<file path="src/rtl/bls_pkg.sv">
package bls_pkg;
  typedef enum logic {
    OP_FILL  = 1'b0,
    OP_STORE = 1'b1
  } opKind_e;

  typedef struct packed {
    logic loadFill;
    logic issueStore;
  } laneStrobes_t;
endpackage

</file>
<file path="src/rtl/bls_ctrl.sv">
module bls_ctrl
  import bls_pkg::*;
(
  input  logic         opValid,
  input  logic         opSel,
  output laneStrobes_t strobes
);
  opKind_e opKind;

  always_comb begin
    opKind             = opKind_e'(opSel);
    strobes.loadFill   = 1'b0;
    strobes.issueStore = 1'b0;
    if (opValid) begin
      unique case (opKind)
        OP_FILL:  strobes.loadFill   = 1'b1;
        OP_STORE: strobes.issueStore = 1'b1;
        default: ;
      endcase
    end
  end
endmodule

</file>
<file path="src/rtl/bls_datapath.sv">
module bls_datapath
  import bls_pkg::*;
#(
  parameter int DATA_W = 32,
  parameter int LANE_W = 8,
  parameter int ADDR_W = 32
) (
  input  logic                                       clk,
  input  logic                                       rstN,
  input  laneStrobes_t                               strobes,
  input  logic [DATA_W-1:0]                          srcData,
  input  logic [ADDR_W-1:0]                          byteAddr,
  output logic                                       memWrEn,
  output logic [ADDR_W-$clog2(DATA_W/LANE_W)-1:0]    memWordAddr,
  output logic [DATA_W-1:0]                          memWrData,
  output logic [DATA_W/LANE_W-1:0]                   memByteEn
);
  localparam int NUM_LANES = DATA_W / LANE_W;
  localparam int SEL_W     = $clog2(NUM_LANES);
  localparam int WADDR_W   = ADDR_W - SEL_W;

  logic [DATA_W-1:0]    laneReg;
  logic [DATA_W-1:0]    replicated;
  logic [NUM_LANES-1:0] laneDecode;
  logic [SEL_W-1:0]     laneSel;

  assign laneSel = byteAddr[SEL_W-1:0];

  for (genvar g = 0; g < NUM_LANES; g++) begin : g_lane
    assign replicated[g*LANE_W +: LANE_W] = srcData[LANE_W-1:0];
    assign laneDecode[g] = (laneSel == SEL_W'(g));
  end

  always_ff @(posedge clk) begin
    if (!rstN) begin
      laneReg <= '0;
    end else if (strobes.loadFill) begin
      laneReg <= replicated;
    end
  end

  always_ff @(posedge clk) begin
    if (!rstN) begin
      memWrEn     <= 1'b0;
      memByteEn   <= '0;
      memWordAddr <= '0;
      memWrData   <= '0;
    end else begin
      memWrEn   <= strobes.issueStore;
      memByteEn <= strobes.issueStore ? laneDecode : '0;
      if (strobes.issueStore) begin
        memWordAddr <= byteAddr[ADDR_W-1:SEL_W];
        memWrData   <= laneReg;
      end
    end
  end

  logic [WADDR_W-1:0] unusedWidthTie;
  assign unusedWidthTie = memWordAddr;
endmodule

</file>
<file path="src/rtl/byte_lane_store.sv">
module byte_lane_store
  import bls_pkg::*;
#(
  parameter int DATA_W = 32,
  parameter int LANE_W = 8,
  parameter int ADDR_W = 32
) (
  input  logic                                     clk,
  input  logic                                     rstN,
  input  logic                                     opValid,
  input  logic                                     opSel,
  input  logic [DATA_W-1:0]                        srcData,
  input  logic [ADDR_W-1:0]                        byteAddr,
  output logic                                     memWrEn,
  output logic [ADDR_W-$clog2(DATA_W/LANE_W)-1:0]  memWordAddr,
  output logic [DATA_W-1:0]                        memWrData,
  output logic [DATA_W/LANE_W-1:0]                 memByteEn
);
  laneStrobes_t strobes;

  bls_ctrl u_ctrl (
    .opValid (opValid),
    .opSel   (opSel),
    .strobes (strobes)
  );

  bls_datapath #(
    .DATA_W (DATA_W),
    .LANE_W (LANE_W),
    .ADDR_W (ADDR_W)
  ) u_dp (
    .clk         (clk),
    .rstN        (rstN),
    .strobes     (strobes),
    .srcData     (srcData),
    .byteAddr    (byteAddr),
    .memWrEn     (memWrEn),
    .memWordAddr (memWordAddr),
    .memWrData   (memWrData),
    .memByteEn   (memByteEn)
  );
endmodule

</file>
<file path="config.mk">
export PLATFORM = sky130hd
export DESIGN_NAME = byte_lane_store
export DESIGN_NICKNAME = d
export VERILOG_FILES = /design/src/rtl/bls_pkg.sv /design/src/rtl/bls_ctrl.sv /design/src/rtl/bls_datapath.sv /design/src/rtl/byte_lane_store.sv
export SDC_FILE = /design/constraint.sdc
export NUM_CORES = 1
export LEC_CHECK = 0
export ABC_AREA = 1
export CAP_MARGIN = 20
export CORE_MARGIN = 8
export CORE_UTILIZATION = 30
export DETAILED_ROUTE_END_ITERATION = 8
export PLACE_DENSITY = 0.69
export SLEW_MARGIN = 25
export SYNTH_ARGS = -nofsm -noshare
export SYNTH_HDL_FRONTEND = slang
export SYNTH_HIERARCHICAL = 1
export SYNTH_SLANG_ARGS = --single-unit
</file>
<file path="constraint.sdc">
create_clock -name clk -period 1.1 [get_ports clk]
set_input_delay 0.275 -clock clk [delete_from_list [all_inputs] [get_ports clk]]
set_output_delay 0.275 -clock clk [all_outputs]
set_load 0.02 [all_outputs]
</file>
==> impl_metrics.toml <==
[worst_setup_path]
path_cells = "buf_4"
rr_worst_depth = 3
cp_slowest_stage_delay_ns = 0.37
crit_arrival_ns = 0.82
reg2reg_to = "u_dp/memWrData[29]$_SDFFE_PN0P_"
worst-r2r-setup-slack_ns = 0.38
startpoint_type = "flip-flop"
cp-end-kind = "primary output"
required_ns = 0.82
rr_startpoint = "u_dp/memWrData[29]$_SDFFE_PN0P_"
path_max_fanout = 5
crit_buf_inv = 1
slowest_stage = "dfxtp_4"
cp_top_family = "flip-flops"
crit_type = "flip-flop to primary output"

[finish]
register_area_um2 = 1080
final_common_cell = "nand2_1"
nFillCells = 752
finalInstanceArea_um2 = 3500
multiInputGateArea_um2 = 732
nets = 492
final_util_pct = 48.5
drive_above_1_share_pct = 29.6
area_growth_pct = 57.1
stdcell_count = 524
final_cell_mix = "nand2_1, nor2_1, inv_1"
antenna_cells = 0

[drt]
dr.first_iter.drc_count = 66
routedWlPerCell_um = 10.8
dr.pass1.iters = 4
routed_wl_mm = 5.65
viasPerCell = 3.88
drc = 0
vias = 2033
postRouteAntennaNets = 0

[pwr]
comb_power_share_pct = 23.3
switchingPower_uw = 1150
p_per_area_nw_per_um2 = 1250
internal-power_uw = 3230
seqPwrFrac_pct = 46.6
peakVddDrop_uv = 575
swShare_pct = 26.3
clkPwrFrac_pct = 30.1
p_leak_uw = 0.00179

[placement]
portBuffers = 110
dp_hpwl_mm = 4.06
gp_congestion = 0.698
place_area_um2 = 3280
dp.cells = 510

[timing]
slew_headroom_pct = 86.4
period_needed_ns = 1.09
final_hold_viol_count = 0
rsz0062_at_grt = "true"
setup_viol = 0
period_share_pct = 99.5
worst_slew_pin_slew_ns = 0.205
slew_viol_final = 0
skew_ns = 0.00316
clock.fmax_mhz = 914

[hold_path]
worst_hold_path_type = "input port to flip-flop"
min_delay_path_depth = 3
holdPathEnd = "u_dp/memWordAddr[29]$_SDFFE_PN0P_"
min_from = "rstN"

[clock_tree]
h-tree-depth = 2
cts_tree = "done"
clk_latency_ns = 0.29
clk_path_buf_depth = 2
path_clk_slew_ns = 0.09
cts.sinks = 51
cts_root_buffer = "clkbuf_8"
cts_made_buffers = 5

[synth]
syn_inst = 333
postSynthAreaPerCell_um2 = 6.68
netlist_area_um2 = 2230
synth_nets = 401
yosysSeqAreaShare_pct = 45.9
synthXorXnorAreaFrac_pct = 0
synth_top_family_by_area = "simple AND/OR/NAND/NOR gates"
yosys_warnings = 6
synth-simple-area-share_pct = 32.7
ys_seq_elements = 51
synth_fa_ha_area_share_pct = 0
ys_types = 12
muxShareOfSynthArea_pct = 0
synth_compound_area_share_pct = 0

[die]
initial_core_util_pct = 30.9
fp.dieW_um = 102
fp.dieH_um = 102
rows = 31
dieArea_um2 = 10400
io_pins = 135
core-area_um2 = 7210

[global_routing]
grt_util_all_layers_pct = 10.7
grt_antenna_before_repair = 0
grt-ovfl-total = 0
grt_pass1_wl_mm = 9.08
grt_pass1_vias = 1922
grt_max_degree = 40

[outcome]
status = "finished, final reports clean"

[job]
drv_cap = 0
power by group through the flow:
stage	logic, µW	registers, µW	clock network [µW]
after floorplan	438	2180	0
after global placement	991	2060	0
after detailed placement	1000	2070	0
after CTS	1000	2030	1390
after global routing	1110	2070	1440
final	1020	2040	1320
how the worst max path moves through the flow:
| stage | startpoint | to | slack [ns] | depth (start not counted) |
|---|---|---|---|---|
| 2_1_floorplan | opSel | u_dp/memWrData[23]$_SDFFE_PN0P_ | 0.12 | 7 |
| 3_3_place_gp | opSel | u_dp/memByteEn[0]$_SDFF_PN0_ | -0.34 | 6 |
| 3_5_place_dp | opSel | u_dp/memByteEn[2]$_SDFF_PN0_ | -0.38 | 6 |
| 4_1_cts | u_dp/memWrData[23]$_SDFFE_PN0P_ | memWrData[23] | -0.02 | 1 |
| 5_1_grt | u_dp/memWrData[27]$_SDFFE_PN0P_ | memWrData[27] | -0.03 | 1 |
| 6_report | u_dp/memWrData[27]$_SDFFE_PN0P_ | memWrData[27] | 0.006 | 1 |
flip-flops by register name, indices dropped and copies added, names as in the netlist:
name and cells:
u_dp/memWrData 8, u_dp/memWordAddr 30, u_dp/memByteEn 4, u_dp/memWrEn 1, u_dp/laneReg 8
synthesized netlist by cell type:
library cell | number | area, µm²
buf_2 | 9 | 45.0
buf_4 | 25 | 188
buf_6 | 4 | 45.0
clkbuf_1 | 1 | 3.75
clkbuf_2 | 1 | 5.00
dfxtp_1 | 51 | 1020
inv_1 | 51 | 191
nand2_1 | 93 | 349
nand2_2 | 1 | 6.26
nor2_1 | 92 | 345
nor2_2 | 1 | 6.26
nor3_1 | 4 | 20.0
kinds of logic after synthesis:
group / count (synthesis)
and+or+nand+nor: 191
buffers and inverters: 91
DFF: 51
layout make-up:
type,instances,area share (%)
Timing Repair Buffer,124,35.7
Sequential cell,51,30.9
Multi-Input combinational cell,191,20.9
Inverter,51,5.55
Tap cell,99,3.54
Clock buffer,6,2.36
Clock inverter,2,1.00
stage by stage:
stage	setup TNS [ns]	power [µW]	hold slack [ns]	worst slack (ns)
after floorplan	0	2620	0.352	0.124
after global placement	-23.56	3050	0.457	-0.338
after detailed placement	-25.53	3070	0.461	-0.381
after CTS	-0.176	4430	0.284	-0.0151
after global routing	-0.501	4620	0.303	-0.0334
final	0	4390	0.299	0.00573
metal layers:
| metal | vias up | share of wire, % | GRT usage (%) |
|---|---|---|---|
| met5 | - | 0 | 0 |
| met4 | 0 | 0.71 | 3.05 |
| met3 | 4 | 9.5 | 4.36 |
| met2 | 72 | 48 | 19.3 |
| met1 | 856 | 41 | 11.1 |
| li1 | 1101 | - | - |
repair_timing:
| action | CTS | global route |
|---|---|---|
| endpoints found under the setup margin | 101 | 57 |
| setup buffers | 3 | 1 |
| resized for setup | 356 | 50 |
| hold buffers | 0 | 0 |
| gates cloned | 2 | 0 |
Note: power is estimated with default switching activity, not from simulation.
